==> config.mk <==
export PLATFORM = sky130hd
export DESIGN_NAME = codec_fsync_gen
export DESIGN_NICKNAME = d
export VERILOG_FILES = /design/src/rtl/fsync_pkg.sv /design/src/rtl/fsync_datapath.sv /design/src/rtl/fsync_control.sv /design/src/rtl/codec_fsync_gen.sv
export SDC_FILE = /design/constraint.sdc
export NUM_CORES = 1
export LEC_CHECK = 0
export BUFFER_PORTS_ARGS = -buffer_cell sky130_fd_sc_hd__buf_2
export CAP_MARGIN = 10
export CORE_MARGIN = 3
export CORE_UTILIZATION = 50
export CTS_CLUSTER_SIZE = 24
export DETAILED_ROUTE_END_ITERATION = 8
export PLACE_DENSITY = 0.78
export SYNTH_ARGS = -nofsm -noshare
export SYNTH_HDL_FRONTEND = slang
export SYNTH_HIERARCHICAL = 1
export SYNTH_SLANG_ARGS = --single-unit
==> constraint.sdc <==
create_clock -name clk -period 6.29 [get_ports clk]
set_clock_uncertainty 0.1 [all_clocks]
set_input_delay 0.629 -clock clk [delete_from_list [all_inputs] [get_ports clk]]
set_output_delay 0.629 -clock clk [all_outputs]
set_load 0.02 [all_outputs]
==> src/rtl/fsync_pkg.sv <==
package fsync_pkg;
  localparam int FIELD_W = 4;
  localparam int BIT_W   = 5;
  localparam int CYC_W   = 8;

  typedef enum logic [1:0] {
    MODE_MULTI = 2'b00,
    MODE_I2S   = 2'b01,
    MODE_AC16  = 2'b10,
    MODE_AC20  = 2'b11
  } fsMode_t;

  typedef struct packed {
    logic restart;
    logic wordWrap;
  } fsStrobe_t;
endpackage

==> src/rtl/fsync_datapath.sv <==
module fsync_datapath
  import fsync_pkg::*;
#(
  parameter int FW = FIELD_W,
  parameter int BW = BIT_W,
  parameter int CW = CYC_W
) (
  input  logic          clk,
  input  logic          rstN,
  input  logic          enable,
  input  fsMode_t       modeIn,
  input  logic [FW-1:0] wsIn,
  input  logic [FW-1:0] flIn,
  input  logic          fsyncIn,
  input  fsStrobe_t     strobes,
  output fsMode_t       cfgMode,
  output logic [FW-1:0] cfgWs,
  output logic [FW-1:0] cfgFl,
  output logic [BW-1:0] bitCnt,
  output logic [FW-1:0] wordCnt,
  output logic [CW-1:0] cycCnt,
  output logic          fsyncPrev
);
  always_ff @(posedge clk or negedge rstN) begin
    if (!rstN) begin
      cfgMode   <= MODE_MULTI;
      cfgWs     <= '0;
      cfgFl     <= '0;
      bitCnt    <= '0;
      wordCnt   <= '0;
      cycCnt    <= '0;
      fsyncPrev <= 1'b0;
    end else if (!enable) begin
      // idle: clear position, take a fresh configuration
      cfgMode   <= modeIn;
      cfgWs     <= wsIn;
      cfgFl     <= flIn;
      bitCnt    <= '0;
      wordCnt   <= '0;
      cycCnt    <= '0;
      fsyncPrev <= 1'b0;
    end else begin
      fsyncPrev <= fsyncIn;
      if (strobes.restart) begin
        bitCnt  <= '0;
        wordCnt <= '0;
        cycCnt  <= '0;
      end else if (strobes.wordWrap) begin
        bitCnt  <= '0;
        wordCnt <= wordCnt + 1'b1;
        cycCnt  <= cycCnt + 1'b1;
      end else begin
        bitCnt  <= bitCnt + 1'b1;
        cycCnt  <= cycCnt + 1'b1;
      end
    end
  end
endmodule

==> src/rtl/fsync_control.sv <==
module fsync_control
  import fsync_pkg::*;
#(
  parameter int FW = FIELD_W,
  parameter int BW = BIT_W,
  parameter int CW = CYC_W
) (
  input  logic          enable,
  input  logic          slaveSel,
  input  fsMode_t       cfgMode,
  input  logic [FW-1:0] cfgWs,
  input  logic [FW-1:0] cfgFl,
  input  logic [BW-1:0] bitCnt,
  input  logic [FW-1:0] wordCnt,
  input  logic [CW-1:0] cycCnt,
  input  logic          fsyncIn,
  input  logic          fsyncPrev,
  output fsStrobe_t     strobes,
  output logic          fsyncOut,
  output logic          wordStrobe,
  output logic          frameStrobe
);
  localparam int LW = CW + 1;
  localparam logic [BW-1:0] AC_SHORT_LAST = BW'(15);
  localparam logic [BW-1:0] AC_LONG_LAST  = BW'(19);
  localparam logic [FW-1:0] AC16_LAST_WORD = FW'(15);
  localparam logic [FW-1:0] AC20_LAST_WORD = FW'(12);

  logic [BW-1:0] lastBit;
  logic [FW-1:0] lastWord;
  logic [LW-1:0] wordLen, wordsPer, frameCycles, halfCycles;
  logic          atStart, bitWrap, syncEdge, i2sHigh, genSync;

  always_comb begin
    unique case (cfgMode)
      MODE_AC16: begin
        lastBit  = AC_SHORT_LAST;
        lastWord = AC16_LAST_WORD;
      end
      MODE_AC20: begin
        lastBit  = (wordCnt == '0) ? AC_SHORT_LAST : AC_LONG_LAST;
        lastWord = AC20_LAST_WORD;
      end
      default: begin
        lastBit  = BW'(cfgWs);
        lastWord = cfgFl;
      end
    endcase
  end

  assign wordLen     = LW'(cfgWs) + 1'b1;
  assign wordsPer    = LW'(cfgFl) + 1'b1;
  assign frameCycles = wordLen * wordsPer;
  assign halfCycles  = frameCycles >> 1;
  assign i2sHigh     = LW'(cycCnt) < halfCycles;

  assign atStart  = (bitCnt == '0) && (wordCnt == '0);
  assign bitWrap  = (bitCnt == lastBit);
  assign syncEdge = slaveSel && ((cfgMode == MODE_I2S) ? (fsyncIn ^ fsyncPrev)
                                                       : (fsyncIn & ~fsyncPrev));

  assign strobes.wordWrap = bitWrap;
  assign strobes.restart  = syncEdge || (bitWrap && (wordCnt == lastWord));

  always_comb begin
    unique case (cfgMode)
      MODE_MULTI: genSync = atStart;
      MODE_I2S:   genSync = i2sHigh;
      default:    genSync = (wordCnt == '0);
    endcase
  end

  assign fsyncOut    = enable && !slaveSel && genSync;
  assign wordStrobe  = enable && (bitCnt == '0);
  assign frameStrobe = enable && atStart;
endmodule

==> src/rtl/codec_fsync_gen.sv <==
module codec_fsync_gen
  import fsync_pkg::*;
(
  input  logic              clk,
  input  logic              rstN,
  input  logic              enable,
  input  logic              slaveSel,
  input  logic [1:0]        modeSel,
  input  logic [FIELD_W-1:0] wordSize,
  input  logic [FIELD_W-1:0] frameLen,
  input  logic              fsyncIn,
  output logic              fsyncOut,
  output logic              wordStrobe,
  output logic              frameStrobe,
  output logic [FIELD_W-1:0] wordCount,
  output logic [BIT_W-1:0]  bitCount
);
  fsStrobe_t           strobes;
  fsMode_t             cfgMode;
  logic [FIELD_W-1:0]  cfgWs, cfgFl;
  logic [CYC_W-1:0]    cycCnt;
  logic                fsyncPrev;

  fsync_datapath #(.FW(FIELD_W), .BW(BIT_W), .CW(CYC_W)) u_dp (
    .clk(clk), .rstN(rstN), .enable(enable),
    .modeIn(fsMode_t'(modeSel)), .wsIn(wordSize), .flIn(frameLen),
    .fsyncIn(fsyncIn), .strobes(strobes),
    .cfgMode(cfgMode), .cfgWs(cfgWs), .cfgFl(cfgFl),
    .bitCnt(bitCount), .wordCnt(wordCount), .cycCnt(cycCnt),
    .fsyncPrev(fsyncPrev)
  );

  fsync_control #(.FW(FIELD_W), .BW(BIT_W), .CW(CYC_W)) u_ctl (
    .enable(enable), .slaveSel(slaveSel), .cfgMode(cfgMode),
    .cfgWs(cfgWs), .cfgFl(cfgFl), .bitCnt(bitCount), .wordCnt(wordCount),
    .cycCnt(cycCnt), .fsyncIn(fsyncIn), .fsyncPrev(fsyncPrev),
    .strobes(strobes), .fsyncOut(fsyncOut), .wordStrobe(wordStrobe),
    .frameStrobe(frameStrobe)
  );
endmodule

==> Yosys cells after proc, flatten, opt, wreduce, memory -nomap -nowiden <==
Cells that the tools add are included.
{ "word_totals": {"regBits": 28, "wordCells": 49} }
{ "op_classes": {"addsub": 5, "mul": 1, "order_cmp": 1, "n_eq_ne": 6, "muxes": 14, "n_bitwise": 3, "n_reduce_logical": 12} }
{ "op_table": {"columns": ["cell", "n"], "rows": [
  ["two-way mux 5 bit", 4],
  ["two-way mux 8 bit", 2],
  ["two-way mux 4 bit", 3],
  ["adder 4 x 1 -> 5 bit, second input constant", 2],
  ["one-hot mux 5 bit (2 select lines)", 1],
  ["multiplier 9 x 9 -> 9 bit", 1],
  ["adder 8 x 1 -> 8 bit, second input constant", 1],
  ["less-than comparator 8 bit", 1],
  ["one-hot mux 4 bit (2 select lines)", 1],
  ["logical AND 1 bit", 7],
  ["adder 5 x 1 -> 5 bit, second input constant", 1],
  ["equality test 5 bit", 1],
  ["zero test 5 bit", 1],
  ["adder 4 x 1 -> 4 bit, second input constant", 1],
  ["equality test 2 bit, second input constant", 2],
  ["equality test 4 bit", 1],
  ["zero test 4 bit", 1],
  ["inequality test 3 x 1 -> 1 bit, second input constant", 1],
  ["equality test 2 x 1 -> 1 bit, second input constant", 1],
  ["zero test 2 bit", 1],
  ["two-way mux 1 bit", 2],
  ["one-hot mux 1 bit (2 select lines)", 1],
  ["bitwise AND 1 bit", 1],
  ["zero test 1 bit", 1],
  ["other kinds (3)", 3]
]} }

==> Longest topological paths before layout <==
Gate-level depths: netlist (run 1).
{ "depth": {"depth_word": 8, "ltp_mapped": 19} }

==> Hierarchy <==
The synthesis (run 1) kept the hierarchy.
{ "by_module_without_submodules": {"columns": ["mod", "n_inst", "cells_each", "area_each_um2", "seq_area_each_um2"], "rows": [
  ["fsync_control", 1, 157, 1187.4, 0.0],
  ["fsync_datapath", 1, 92, 1149.9, 700.7]
]} }

==> Worst setup path before layout (run 1) <==
No wires, ideal clock.
{ "synth_path": {"path_kind": "flip-flop to output port", "startpoint": "reg u_dp.cfgFl[0]", "endpoint": "out fsyncOut", "arrival_ns": 4.595, "required_ns": 5.561, "path_slack_ns": 0.966, "stages_incl_launch_ff": 18, "path_buffers": 0, "cell_sequence": "dfrtp_1 -> ha_1 -> xnor2_1 -> or2_2 -> fa_1 -> fa_1 -> fa_1 -> inv_1 -> ha_1 -> a21oi_1 -> o21bai_1 -> a21oi_1 -> xor2_1 -> ha_1 -> nor2b_1 -> o21ai_0 -> o311ai_0 -> a21oi_1"} }
{ "synth_between": {"elab_chain_cells": 5} }
{ "synth_rtl": {"columns": ["item", "line", "rtl"], "rows": [
  ["from (decl)", "fsync_datapath.sv:18", "output logic [FW-1:0] cfgFl,"],
  ["from (signal assigned)", "fsync_datapath.sv:37", "cfgFl <= flIn;"],
  ["adder 4 x 1 -> 5 bit", "fsync_control.sv:52", "assign wordsPer = LW'(cfgFl) + 1'b1;"],
  ["multiplier 9 x 9 -> 9 bit", "fsync_control.sv:53", "assign frameCycles = wordLen * wordsPer;"],
  ["less-than comparator 8 bit", "fsync_control.sv:55", "assign i2sHigh = LW'(cycCnt) < halfCycles;"],
  ["one-hot mux 1 bit (2 select lines)", "fsync_control.sv:66", "unique case (cfgMode)"],
  ["logical AND 1 bit", "fsync_control.sv:73", "assign fsyncOut = enable && !slaveSel && genSync;"],
  ["to (decl)", "codec_fsync_gen.sv:12", "output logic fsyncOut,"]
]} }
Every way passes these cells.

==> Worst setup path in the final report (run 1) <==
{ "layout_path": {"startpoint": "reg u_dp.cfgWs[0]", "endpoint": "out fsyncOut"} }
{ "layout_between": {"elab_chain_cells": 5} }
{ "layout_rtl": {"columns": ["item", "line", "rtl"], "rows": [
  ["from (decl)", "fsync_datapath.sv:17", "output logic [FW-1:0] cfgWs,"],
  ["from (signal assigned)", "fsync_datapath.sv:36", "cfgWs <= wsIn;"],
  ["adder 4 x 1 -> 5 bit", "fsync_control.sv:51", "assign wordLen = LW'(cfgWs) + 1'b1;"],
  ["multiplier 9 x 9 -> 9 bit", "fsync_control.sv:53", null],
  ["less-than comparator 8 bit", "fsync_control.sv:55", null],
  ["one-hot mux 1 bit (2 select lines)", "fsync_control.sv:66", null],
  ["logical AND 1 bit", "fsync_control.sv:73", null]
]} }
Every way passes these cells.

==> metrics, run 1 <==
Detail Route Antenna Nets=0; synthesized area per cell=9.39 µm²; adder-cell share of the synthesized area=22.9%; worst endpoint required time=5.56 ns; maximum VDD drop=0.167 mV; Final Total Pwr=0.636 mW; Synth Area in Simple Gates=19.9%; reg2reg start=u_dp/cfgMode[1]; LEAKAGE=1.25 nW; minimum clock period=5.91 ns; Syn-to-layout area delta=10.1%; startpoint types=flop; # fillers=399; grt total ovfl=0; Hold WC Path Type=in -> async; number of distinct library cells after synthesis=39; top_reg_cell synth=dfrtp_1; number of port buffers=26; vias in the first global route=1910; Synth top area share=30.0%; PwrDens=247 nW/µm²; Seq/Total Area, Yosys=30.0%; initial antenna violation count=0; Initial DRC Count=130; final instance area=2570 µm²; core area=4440 µm²; most frequent cells in the layout=nor2_1, ha_1, buf_2, dfrtp_1, a21oi_1; R2R cell count=7; Final nets=326; maximum clock insertion buffer count=2; Clk pin slew, worst setup/hold paths=0.10 ns; largest net degree at the start of global routing=29; yosys synthesis warning count=6; dpl cell area=2490 µm²; Die Ht=74.4 µm; CTS tree=done; number of enable flip-flop cells after synthesis=0; Routed WL=5000 µm; Max Freq=0.169 GHz; placed cells=320; H-tree depth=1; vias=1875; first-pass GRT wire length=8740 µm; post-DR vias/cell=5.79; crit path setup slack, layout=0.384 ns; largest family of logic cells by synthesized area=adder cells; GRT Util Overall=20.2%; antenna cell count=0; Mapped Area=2340 µm²; Fin. Hold Viols=0; mux share of post-synthesis cell area=5.67%; fin cells=324; IO Pins=27; # Max-Cap Violations=0; die area=5530 µm²; Compound-Gate Fraction of Synth Area=7.92%; xor/xnor share of the synthesized area=9.74%; Slew @ Worst Pin=0.751 ns; reg2reg end=u_dp/bitCnt[1]; TritonCTS buffer count=3; Rows=24; CTS root buf=clkbuf_8; top cells by area, synth=dfrtp_1, ha_1, fa_1, nor2_1, xor2_1; critical path endpoint category=output port; clk sinks=28; Final period util=93.9%; Initial Utilization=52.6%; drt wl/cell=15.4 µm; die span in x=74.4 µm; dpl hpwl=3830 µm; count of pins over their slew limit=0; share of cells above drive strength 1=17.6%; Setup WS pre-CTS=0.721 ns; RePlAce Congestion=0.871; setup tns final=0 ns; critical path type=reg -> out; asr flop ratio synth=100%; commonest non-fill, non-tap cell in the layout=nor2_1; worst path arrival time=5.18 ns; register bit count reported by yosys=28; # DRC=0; largest area contributor in the netlist=dfrtp_1; reg2reg setup slack=3.19 ns; number of iterations in the first detailed-routing pass=4; Mapped Nets=302; Slew headroom=49.7%; crit-path max FO=10; cells after synthesis=249; final setup vio count=0; Clock Latency Late Sink=0.28 ns; status=complete, no violations; RSZ-0062 raised after global routing=no
-- registers in the layout, summed over array words and instances (netlist names) --
signal          count
u_dp/cfgWs          4
u_dp/fsyncPrev      1
u_dp/cfgMode        2
u_dp/cycCnt         8
u_dp/wordCnt        4
u_dp/bitCnt         5
u_dp/cfgFl          4
-- per-layer routing --
layer  track usage (%)  wire [µm]
met1              26.9       2220
met2              34.8       2520
met3              2.97        184
met4              4.55         68
met5                 0          0
-- through the flow --
step / util [%] / hold slack (ns)
floorplan: - / 0.233
global placement: 56.1 / 0.420
global route: 57.9 / 0.292
detailed placement: 56.1 / 0.465
CTS: 57.7 / 0.279
finish: 57.9 / 0.248
-- critical path, cell delays in order, from the launching register on --
cell and delay, ns:
dfrtp_2 0.49, ha_1 0.27, xnor2_2 0.18, or2_2 0.30, fa_1 0.47, fa_1 0.52, fa_1 0.54, inv_1 0.04
ha_1 0.33, a21oi_1 0.24, o21bai_1 0.11, a21oi_1 0.18, xor2_1 0.18, ha_1 0.26, nor2b_1 0.13, o21ai_0 0.15
o311ai_0 0.15, a21oi_1 0.18, buf_2 0.19
-- synthesized netlist by cell type (all sizes together), types with 2 or more instances --
| cell | count |
|---|---|
| a211oi | 2 |
| a21o | 2 |
| a21oi | 15 |
| and2 | 3 |
| buf | 5 |
| clkbuf | 2 |
| dfrtp | 28 |
| fa | 8 |
| ha | 30 |
| inv | 13 |
| mux2 | 10 |
| mux2i | 2 |
| nand2 | 10 |
| nand2b | 6 |
| nand3 | 13 |
| nand4 | 3 |
| nor2 | 34 |
| nor2b | 2 |
| nor3 | 7 |
| nor4 | 3 |
| o21ai | 8 |
| or2 | 3 |
| or3 | 4 |
| xnor2 | 12 |
| xor2 | 14 |
-- how the worst max path moves through the flow --
stage / cells past startpoint / to / startpoint
6_report: 18 / fsyncOut / u_dp/cfgWs[0]
5_1_grt: 18 / fsyncOut / u_dp/cfgWs[0]
4_1_cts: 18 / fsyncOut / u_dp/cfgWs[0]
3_5_place_dp: 18 / fsyncOut / u_dp/cfgWs[0]
3_3_place_gp: 18 / fsyncOut / u_dp/cfgWs[0]
2_1_floorplan: 17 / fsyncOut / u_dp/cfgFl[0]
-- repair_timing --
item                                    in CTS  in global routing
hold buffers                                 0                  0
setup buffers                                0                  0
gates resized for setup                      0                  3
endpoints found under the hold margin        0                  0
endpoints found under the setup margin       0                  1
-- cells by family after synthesis --
family,after synthesis
AOI/OAI and AO/OA,32
muxes,12
buffers and inverters,20
xor gates and xnor gates,26
DFF,28
and+or+nand+nor,93
adders and majority gates,38
-- power breakdown --
group	switching [mW]	leakage, nW	total, mW	internal, mW
logic	0.156	0.853	0.281	0.125
clock network	0.0578	0.0357	0.143	0.0853
registers	0.0211	0.361	0.211	0.190
total	0.235	1.25	0.636	0.400
-- final cells by class --
type | count | area [µm²] | area share, %
multi-input cells | 201 | 1550 | 60.4
clock inverters | 1 | 30.0 | 1.17
well taps | 52 | 65.1 | 2.53
clock buffers | 3 | 41.3 | 1.61
repair buffers | 26 | 130 | 5.06
flip-flops and latches | 28 | 703 | 27.3
inverters | 13 | 48.8 | 1.90
(Power assumes the default switching activity.)
==> run 2, diff against run 1 <==
PLACE_DENSITY = 0.69   (was 0.78)
==> metrics, run 2 (same netlist as run 1, synthesis figures left out) <==
Fin. Hold Viols=0; GRT Util Overall=18.0%; # DRC=0; Max Freq=0.171 GHz; largest registers=u_dp/cycCnt (8), u_dp/bitCnt (5); GR peak layer=met2; Detail Route Antenna Nets=0; Final nets=326; Syn-to-layout area delta=9.64%; H-tree depth=1; Die Ht=74.4 µm; initial antenna violation count=0; Initial DRC Count=75; GR Util met1=25.7%; worst endpoint required time=5.56 ns; TritonCTS buffer count=3; maximum clock insertion buffer count=2; Min Hold Slack=0.261 ns; M3 GR Usage=2.70%; CP max-delay cell=fa_1; count of pins over their slew limit=0; Largest Register=u_dp/cycCnt; grt total ovfl=0; # Max-Cap Violations=0; PwrDens=242 nW/µm²; CP max stage delay=0.55 ns; vias in the first global route=1695; maximum VDD drop=0.166 mV; met2 Usage GRT=28.7%; dpl hpwl=3520 µm; CP Cell Sequence=ha_1 -> xnor2_1 -> or2_2 -> fa_1 -> fa_1 -> fa_1 -> inv_1 -> ha_1 -> a21oi_1 -> o21bai_1 -> a21oi_1 -> xor2_1 -> ha_1 -> nor2b_1 -> o21ai_0 -> o311ai_0 -> a21oi_1 -> buf_2; final setup vio count=0; drt wl/cell=13.8 µm; Rows=24; Final period util=93.1%; CTS tree=done; core area=4440 µm²; # resized after CTS=0; minimum clock period=5.86 ns; critical path type=reg -> out; worst path bufs/invs=2; commonest non-fill, non-tap cell in the layout=nor2_1; Slew @ Worst Pin=0.718 ns; Slew headroom=51.9%; most frequent cells in the layout=nor2_1, ha_1, dfrtp_1; number of iterations in the first detailed-routing pass=4; vias=1771; RSZ-0062 raised after global routing=no; die area=5530 µm²; first-pass GRT wire length=7880 µm; largest net degree at the start of global routing=29; Clock Latency Late Sink=0.28 ns; clk sinks=28; max FFs per register=8; RePlAce Congestion=0.849; Clk pin slew, worst setup/hold paths=0.10 ns; crit-path max FO=10; post-CTS setup buffers=0; CTS Hold Bufs=0; share of cells above drive strength 1=16.5%; startpoint types=flop; Largest delay share family, worst path=adder cells; setup tns final=0 ns; post-DR vias/cell=5.47; Initial Utilization=52.6%; LEAKAGE=1.25 nW; CTS root buf=clkbuf_8; antenna cell count=0; # fillers=389; final core utilization=57.7%; number of port buffers=26; Routed WL=4470 µm; worst path arrival time=5.13 ns; IO Pins=27; die span in x=74.4 µm; critical path endpoint category=output port; status=complete, no violations; Hold WC Path Type=in -> async
## run 2: cell counts in the layout (fill, tap and decap cells not counted)
Identical to the previous run, type by type.
## run 2: per-layer routing
metal,up-vias,wire [µm]
met5,-,0
met4,0,16
met3,2,146
met2,29,2090
met1,833,2210
li1,907,-
## run 2: stage by stage
step	worst slack [ns]	instance area (µm²)	power [mW]	cells
floorplan	0.966	2340	0.422	249
global placement	0.895	2490	0.478	320
detailed placement	0.726	2490	0.484	320
CTS	0.410	2560	0.631	324
global route	0.0195	2560	0.684	324
finish	0.432	2560	0.621	324
## run 2: area by class of cell
cell class                 count  area (µm²)  share of cell area, %
multi-input combinational    201        1550                   60.4
sequential                    28         701                   27.3
timing repair buffer          26         130                   5.08
tap                           52        65.1                   2.54
inverter                      13        48.8                   1.90
clock buffer                   3        41.3                   1.61
clock inverter                 1        30.0                   1.17
## run 2: power breakdown
group / switching (mW) / internal [mW] / total [mW]
clock: 0.0575 / 0.0853 / 0.143
combinational: 0.145 / 0.123 / 0.268
sequential: 0.0204 / 0.190 / 0.211
total: 0.223 / 0.398 / 0.621
## run 2: worst paths after layout
path,start,end,slack [ns],cells after the start
max reg2reg,u_dp/cfgMode[1],u_dp/bitCnt[1],3.25,7
min,rstN,u_dp/cycCnt[7],0.26,1
min in group clk,u_dp/cycCnt[0],u_dp/cycCnt[0],0.47,1
max in group asynchronous,rstN,u_dp/cfgFl[2],5.41,1
max,u_dp/cfgWs[0],fsyncOut,0.43,18
min reg2reg,u_dp/cycCnt[0],u_dp/cycCnt[0],0.47,1
